[src/rtl/sysctl_pkg.sv]
package sysctl_pkg;
  localparam int BYTE_W = 8;
  localparam int CTRL_W = 4;
  localparam int N_PULSE = 3;

  typedef enum logic [3:0] {
    SEL_NONE, SEL_RST, SEL_CPUCFG, SEL_FEAT, SEL_STAT, SEL_EXTF,
    SEL_HARDFILE, SEL_LOCK_A, SEL_LOCK_B, SEL_CINV, SEL_SYSCTL,
    SEL_L2STAT, SEL_MAP
  } sel_e;

  localparam logic [BYTE_W-1:0] ID_CPUCFG  = 8'hEF;
  localparam logic [BYTE_W-1:0] ID_FEAT    = 8'hAD;
  localparam logic [BYTE_W-1:0] ID_STAT    = 8'hE0;
  localparam logic [BYTE_W-1:0] ID_EXTF    = 8'h39;
  localparam logic [BYTE_W-1:0] ID_L2STAT  = 8'h03;
  localparam logic [BYTE_W-1:0] RD_EMPTY   = 8'hFF;

  // selector that drives pulse output i
  function automatic sel_e pulse_sel(input int i);
    case (i)
      0:       return SEL_LOCK_A;
      1:       return SEL_LOCK_B;
      default: return SEL_CINV;
    endcase
  endfunction
endpackage

[src/rtl/sysctl_decode.sv]
module sysctl_decode
  import sysctl_pkg::*;
#(
  parameter int ADDR_W = 16,
  parameter logic [ADDR_W-1:0] RESET_PORT   = 16'h0092,
  parameter logic [ADDR_W-1:0] BANK_BASE    = 16'h0800,
  parameter logic [ADDR_W-1:0] BANK_SPAN    = 16'h0052,
  parameter logic [ADDR_W-1:0] OFS_CPUCFG   = 16'h0000,
  parameter logic [ADDR_W-1:0] OFS_FEAT     = 16'h0002,
  parameter logic [ADDR_W-1:0] OFS_STAT     = 16'h0003,
  parameter logic [ADDR_W-1:0] OFS_EXTF     = 16'h000C,
  parameter logic [ADDR_W-1:0] OFS_HARDFILE = 16'h0008,
  parameter logic [ADDR_W-1:0] OFS_LOCK_A   = 16'h0010,
  parameter logic [ADDR_W-1:0] OFS_LOCK_B   = 16'h0011,
  parameter logic [ADDR_W-1:0] OFS_CINV     = 16'h0014,
  parameter logic [ADDR_W-1:0] OFS_SYSCTL   = 16'h001C,
  parameter logic [ADDR_W-1:0] OFS_L2STAT   = 16'h001D,
  parameter logic [ADDR_W-1:0] OFS_MAP      = 16'h0050
) (
  input  logic [ADDR_W-1:0] addr,
  output sel_e              sel
);
  logic [ADDR_W-1:0] ofs;
  logic              in_bank;

  always_comb begin
    ofs     = addr - BANK_BASE;
    in_bank = (addr >= BANK_BASE) && (ofs < BANK_SPAN);
    sel     = SEL_NONE;
    if (addr == RESET_PORT)          sel = SEL_RST;
    else if (in_bank) begin
      if      (ofs == OFS_CPUCFG)    sel = SEL_CPUCFG;
      else if (ofs == OFS_FEAT)      sel = SEL_FEAT;
      else if (ofs == OFS_STAT)      sel = SEL_STAT;
      else if (ofs == OFS_EXTF)      sel = SEL_EXTF;
      else if (ofs == OFS_HARDFILE)  sel = SEL_HARDFILE;
      else if (ofs == OFS_LOCK_A)    sel = SEL_LOCK_A;
      else if (ofs == OFS_LOCK_B)    sel = SEL_LOCK_B;
      else if (ofs == OFS_CINV)      sel = SEL_CINV;
      else if (ofs == OFS_SYSCTL)    sel = SEL_SYSCTL;
      else if (ofs == OFS_L2STAT)    sel = SEL_L2STAT;
      else if (ofs == OFS_MAP)       sel = SEL_MAP;
    end
  end
endmodule

[src/rtl/sysctl_regs.sv]
module sysctl_regs
  import sysctl_pkg::*;
(
  input  logic              clk,
  input  logic              rst_n,
  input  logic              wr_fire,
  input  sel_e              sel,
  input  logic [BYTE_W-1:0] wdata,
  output logic              soft_reset,
  output logic              hardfile_on,
  output logic [CTRL_W-1:0] sys_ctrl,
  output logic              map_sparse,
  output logic [N_PULSE-1:0] pulse
);
  always_ff @(posedge clk or negedge rst_n) begin
    if (!rst_n) begin
      soft_reset  <= 1'b0;
      hardfile_on <= 1'b0;
      sys_ctrl    <= '0;
      map_sparse  <= 1'b0;
    end else if (wr_fire) begin
      case (sel)
        SEL_RST:      soft_reset  <= wdata[0];
        SEL_HARDFILE: hardfile_on <= wdata[0];
        SEL_SYSCTL:   sys_ctrl    <= wdata[CTRL_W-1:0];
        SEL_MAP:      map_sparse  <= wdata[0];
        default: ;
      endcase
    end
  end

  // one strobe flop per write-only pulse register
  for (genvar i = 0; i < N_PULSE; i++) begin : g_pulse
    always_ff @(posedge clk or negedge rst_n) begin
      if (!rst_n) pulse[i] <= 1'b0;
      else        pulse[i] <= wr_fire && (sel == pulse_sel(i));
    end
  end
endmodule

[src/rtl/sysctl_rdmux.sv]
module sysctl_rdmux
  import sysctl_pkg::*;
(
  input  sel_e              sel,
  input  logic              soft_reset,
  input  logic              hardfile_on,
  input  logic [CTRL_W-1:0] sys_ctrl,
  input  logic              map_sparse,
  output logic [BYTE_W-1:0] rd_byte
);
  always_comb begin
    case (sel)
      SEL_RST:      rd_byte = BYTE_W'(soft_reset);
      SEL_CPUCFG:   rd_byte = ID_CPUCFG;
      SEL_FEAT:     rd_byte = ID_FEAT;
      SEL_STAT:     rd_byte = ID_STAT;
      SEL_EXTF:     rd_byte = ID_EXTF;
      SEL_HARDFILE: rd_byte = BYTE_W'(hardfile_on);
      SEL_SYSCTL:   rd_byte = BYTE_W'(sys_ctrl);
      SEL_L2STAT:   rd_byte = ID_L2STAT;
      SEL_MAP:      rd_byte = BYTE_W'(map_sparse);
      default:      rd_byte = RD_EMPTY;
    endcase
  end
endmodule

[src/rtl/sysctl_bank.sv]
module sysctl_bank
  import sysctl_pkg::*;
#(
  parameter int ADDR_W = 16,
  parameter logic [ADDR_W-1:0] RESET_PORT   = 16'h0092,
  parameter logic [ADDR_W-1:0] BANK_BASE    = 16'h0800,
  parameter logic [ADDR_W-1:0] BANK_SPAN    = 16'h0052,
  parameter logic [ADDR_W-1:0] OFS_CPUCFG   = 16'h0000,
  parameter logic [ADDR_W-1:0] OFS_FEAT     = 16'h0002,
  parameter logic [ADDR_W-1:0] OFS_STAT     = 16'h0003,
  parameter logic [ADDR_W-1:0] OFS_EXTF     = 16'h000C,
  parameter logic [ADDR_W-1:0] OFS_HARDFILE = 16'h0008,
  parameter logic [ADDR_W-1:0] OFS_LOCK_A   = 16'h0010,
  parameter logic [ADDR_W-1:0] OFS_LOCK_B   = 16'h0011,
  parameter logic [ADDR_W-1:0] OFS_CINV     = 16'h0014,
  parameter logic [ADDR_W-1:0] OFS_SYSCTL   = 16'h001C,
  parameter logic [ADDR_W-1:0] OFS_L2STAT   = 16'h001D,
  parameter logic [ADDR_W-1:0] OFS_MAP      = 16'h0050
) (
  input  logic              clk,
  input  logic              rst_n,
  input  logic              req_valid,
  output logic              req_ready,
  input  logic              req_write,
  input  logic [ADDR_W-1:0] req_addr,
  input  logic [7:0]        req_wdata,
  output logic              rsp_valid,
  input  logic              rsp_ready,
  output logic [7:0]        rsp_data,
  output logic              soft_reset,
  output logic              hardfile_on,
  output logic              nvlock_a_pulse,
  output logic              nvlock_b_pulse,
  output logic              cache_inv_pulse,
  output logic [3:0]        sys_ctrl,
  output logic              map_sparse
);
  sel_e              sel;
  logic              accept, wr_fire, rd_fire;
  logic [BYTE_W-1:0] rd_byte;
  logic [N_PULSE-1:0] pulse;

  // single-entry response slot: a new request enters when it is free or draining
  assign req_ready = !rsp_valid || rsp_ready;
  assign accept    = req_valid && req_ready;
  assign wr_fire   = accept && req_write;
  assign rd_fire   = accept && !req_write;

  sysctl_decode #(
    .ADDR_W(ADDR_W), .RESET_PORT(RESET_PORT), .BANK_BASE(BANK_BASE),
    .BANK_SPAN(BANK_SPAN), .OFS_CPUCFG(OFS_CPUCFG), .OFS_FEAT(OFS_FEAT),
    .OFS_STAT(OFS_STAT), .OFS_EXTF(OFS_EXTF), .OFS_HARDFILE(OFS_HARDFILE),
    .OFS_LOCK_A(OFS_LOCK_A), .OFS_LOCK_B(OFS_LOCK_B), .OFS_CINV(OFS_CINV),
    .OFS_SYSCTL(OFS_SYSCTL), .OFS_L2STAT(OFS_L2STAT), .OFS_MAP(OFS_MAP)
  ) u_decode (
    .addr(req_addr),
    .sel (sel)
  );

  sysctl_regs u_regs (
    .clk        (clk),
    .rst_n      (rst_n),
    .wr_fire    (wr_fire),
    .sel        (sel),
    .wdata      (req_wdata),
    .soft_reset (soft_reset),
    .hardfile_on(hardfile_on),
    .sys_ctrl   (sys_ctrl),
    .map_sparse (map_sparse),
    .pulse      (pulse)
  );

  sysctl_rdmux u_rdmux (
    .sel        (sel),
    .soft_reset (soft_reset),
    .hardfile_on(hardfile_on),
    .sys_ctrl   (sys_ctrl),
    .map_sparse (map_sparse),
    .rd_byte    (rd_byte)
  );

  assign nvlock_a_pulse  = pulse[0];
  assign nvlock_b_pulse  = pulse[1];
  assign cache_inv_pulse = pulse[2];

  always_ff @(posedge clk or negedge rst_n) begin
    if (!rst_n) begin
      rsp_valid <= 1'b0;
      rsp_data  <= '0;
    end else if (rd_fire) begin
      rsp_valid <= 1'b1;
      rsp_data  <= rd_byte;
    end else if (rsp_ready) begin
      rsp_valid <= 1'b0;
    end
  end
endmodule

[config.mk]
export PLATFORM = sky130hd
export DESIGN_NAME = sysctl_bank
export DESIGN_NICKNAME = d
export VERILOG_FILES = /design/src/rtl/sysctl_pkg.sv /design/src/rtl/sysctl_decode.sv /design/src/rtl/sysctl_regs.sv /design/src/rtl/sysctl_rdmux.sv /design/src/rtl/sysctl_bank.sv
export SDC_FILE = /design/constraint.sdc
export NUM_CORES = 1
export LEC_CHECK = 0
export BUFFER_PORTS_ARGS = -buffer_cell sky130_fd_sc_hd__buf_2
export CAP_MARGIN = 25
export CORE_ASPECT_RATIO = 1.2
export CORE_MARGIN = 1
export CORE_UTILIZATION = 43
export CTS_CLUSTER_SIZE = 40
export DETAILED_ROUTE_END_ITERATION = 6
export PLACE_DENSITY_LB_ADDON = 0.3
export SYNTH_ARGS = -nofsm -noshare
export SYNTH_HDL_FRONTEND = slang
export SYNTH_SLANG_ARGS = --single-unit
[constraint.sdc]
create_clock -name clk -period 1.46 [get_ports clk]
set_input_delay 0.292 -clock clk [delete_from_list [all_inputs] [get_ports clk]]
set_output_delay 0.292 -clock clk [all_outputs]
set_load 0.005 [all_outputs]
==> impl_metrics.yaml <==
clock_network:
  clk_pin_slew_ns: 0.11
  cts_tree: "done"
  insertion_delay_ns: 0.30
  clock_sinks: 19
  h-tree-depth: 1
  cts_buffers: 3
  root_buffer: "clkbuf_4"
  cts_max_path_buffers: 2
routing:
  routedWlPerCell_um: 13.8
  drc: 0
  postRouteAntennaNets: 0
  drt_pass1_iterations: 7
  vias: 1361
  wl_um: 3440
  avgViaCountPerCell: 5.44
  first_iter_violations: 28
setup_path:
  path_buf_inv: 1
  ff2ff_path_depth: 6
  start_kind: "input port"
  timing.critical_path.mode_cell: "or4_4"
  cp.required_ns: 1.69
  crit_arrival_ns: 2.24
  crit_slowest_cell: "or4_4"
  crit_family: "simple AND/OR/NAND/NOR gates"
  r2r_slack_ns: -0.22
  timing.rr.start: "rsp_valid$_DFFE_PN0P_"
  r2r-end: "u_regs.sys_ctrl[1]$_DFFE_PN0P_"
  end_kind: "flip-flop"
  critPathMaxStageDelay_ns: 0.57
  crit_type: "input port to flip-flop"
  crit_chain: "buf_6 > or4_4 > or4_4 > or3_4 > o221a_1 > a31oi_1"
  worstPathMaxFanout: 5
sta:
  timing.final.crit_share_pct: 137
  skew_ns: 0.00593
  slew_headroom_pct: 70.4
  tightest_slew_ns: 0.441
  whs_ns: 0.202
  tns_ns: -7.16
  setup_slack_ns: -0.547
  hold_viol_final: 0
  final_max_slew_viol_count: 0
  fmax_mhz: 498
  finalSetupViolCount: 18
  grt_setup_unrepaired: "true"
  fin_crit_ns: 2.01
logic_synthesis:
  yosys.cell_types.count: 41
  synthFlopType: "dfrtp_1"
  ys_seq_area_share_pct: 40.3
  synth-edff-count: 0
  yosys_warnings: 0
  syn_nets: 164
  synth-async-reset-ratio_pct: 100
  synth_area_mm2: 0.00118
  synthCells: 134
  synth.avg_cell_area_um2: 8.81
  ys_seq_elements: 19
final_layout:
  antenna_cells: 0
  drive_above_1_share_pct: 56.2
  fin_cells: 250
  final_common_cell: "buf_2"
  fin_util_pct: 73.2
  area_growth_pct: 59.7
  nets: 248
  final_cell_mix: "buf_2 (43), buf_4 (38), dfrtp_1 (19), nor2_1 (16), nand2_1 (12)"
  fillCellCount: 200
place:
  gp_congestion: 0.836
  dp_cells: 243
  dp_hpwl_um: 2700
  port_buffers: 44
global_route:
  antenna_found_initial: 0
  grt_max_degree: 20
  grt.total_usage_pct: 24.4
  grt_pass1_wl_um: 5580
  grt_pass1_vias: 1331
  grt-ovfl-total: 0
run_status:
  outcome: "finished with violations"
  violations: "setup timing"
die:
  die_w_um: 49.8
  die_h_um: 59.4
  io_pins: 49
  rows: 20
  core_area_mm2: 0.00258
  initial_core_util_pct: 45.8
  dieArea_mm2: 0.00296
worst_hold_path:
  whs_path_depth: 2
  hp-class: "input port to flip-flop"
  hold_end: "u_regs.sys_ctrl[1]$_DFFE_PN0P_"
  hp-start: "req_wdata[1]"
job:
  max-cap-violations: 0
power:
  p_leak_nw: 0.878
  power_density_mw_per_mm2: 545
  vdd_drop_max_v: 0.000388
==> through the flow <==
step	cell area, µm²	setup slack [ns]	power, mW
floorplan	1210	-0.821	0.622
global placement	1720	-0.888	0.748
detailed placement	1720	-0.930	0.756
CTS	1860	-0.548	1.03
global route	1890	-0.576	1.08
finish	1890	-0.547	1.03
==> final cells by class <==
class	instances	area [µm²]	area share (%)
clock buffers	3	22.5	1.19
clock inverters	1	5.00	0.265
inverters	4	15.0	0.796
multi-input cells	106	795	42.1
flip-flops and latches	19	475	25.2
well taps	33	41.3	2.19
repair buffers	84	533	28.2
==> cell families after synthesis <==
group | Yosys count | synth area share (%)
adder cells (fa/ha/maj) | 1 | 1.06
XOR/XNOR | 2 | 1.48
multiplexers | 7 | 6.67
buffers and inverters | 9 | 3.49
AO/OA/AOI/OAI | 24 | 13.6
AND/OR/NAND/NOR | 72 | 33.5
flip-flops | 19 | 40.3
==> report_power, final <==
part | leakage, nW | internal (mW) | total [mW] | switching, mW
Clock | 0.0177 | 0.102 | 0.267 | 0.165
Combinational | 0.636 | 0.113 | 0.225 | 0.112
Sequential | 0.225 | 0.533 | 0.536 | 0.00287
==> routing by layer <==
layer | track usage [%] | vias up | wire length (µm)
met1 | 25.4 | 639 | 1350
met5 | 0 | - | 0
met2 | 50.0 | 53 | 1900
met3 | 1.79 | 8 | 134
li1 | - | 661 | -
met4 | 8.98 | 0 | 49
==> Yosys cell counts, drive strengths merged, types with 5 or more instances <==
| cell type | count | share of area (%) |
|---|---|---|
| nand3 | 6 | 2.5 |
| dfrtp | 19 | 40 |
| nor4 | 6 | 3.2 |
| mux2 | 7 | 6.7 |
| or2 | 6 | 3.2 |
| a21oi | 8 | 3.4 |
| nand2 | 12 | 3.8 |
| or4 | 5 | 3.8 |
| nor2 | 18 | 5.7 |
| nand2b | 6 | 3.2 |
==> worst register-to-register path: stages, from the launching register on <==
cell and delay, ns:
dfrtp_1 0.39, nand2b_1 0.09, and3_1 0.24, nand2_1 0.10, nor3_2 0.23, nand3_2 0.18, mux2_1 0.34
==> timing repair <==
| item | CTS | global route |
|---|---|---|
| resized for setup | 23 | 3 |
| hold endpoints to repair | 19 | 0 |
| pin swaps | 8 | 3 |
| hold buffers | 1 | 0 |
| setup endpoints to repair | 18 | 18 |
| buffers inserted | 1 | 1 |
==> registers in the layout, summed over array words and instances, names as in the netlist <==
name / flops
rsp_valid: 1
u_regs.map_sparse: 1
u_regs.pulse: 3
u_regs.sys_ctrl: 4
u_regs.soft_reset: 1
u_regs.hardfile_on: 1
rsp_data: 8
==> how the worst max path moves through the flow <==
| stage | cells past startpoint | endpoint | slack, ns | from |
|---|---|---|---|---|
| 3_5_place_dp | 7 | u_regs.sys_ctrl[1]$_DFFE_PN0P_ | -0.93 | req_addr[15] |
| 2_1_floorplan | 6 | rsp_data[0]$_DFFE_PN0P_ | -0.82 | req_addr[15] |
| 3_3_place_gp | 7 | u_regs.sys_ctrl[1]$_DFFE_PN0P_ | -0.89 | req_addr[15] |
| 5_1_grt | 6 | rsp_data[0]$_DFFE_PN0P_ | -0.58 | req_addr[15] |
| 6_report | 6 | rsp_data[0]$_DFFE_PN0P_ | -0.55 | req_addr[15] |
| 4_1_cts | 6 | rsp_data[0]$_DFFE_PN0P_ | -0.55 | req_addr[15] |
(Power assumes the default switching activity.)
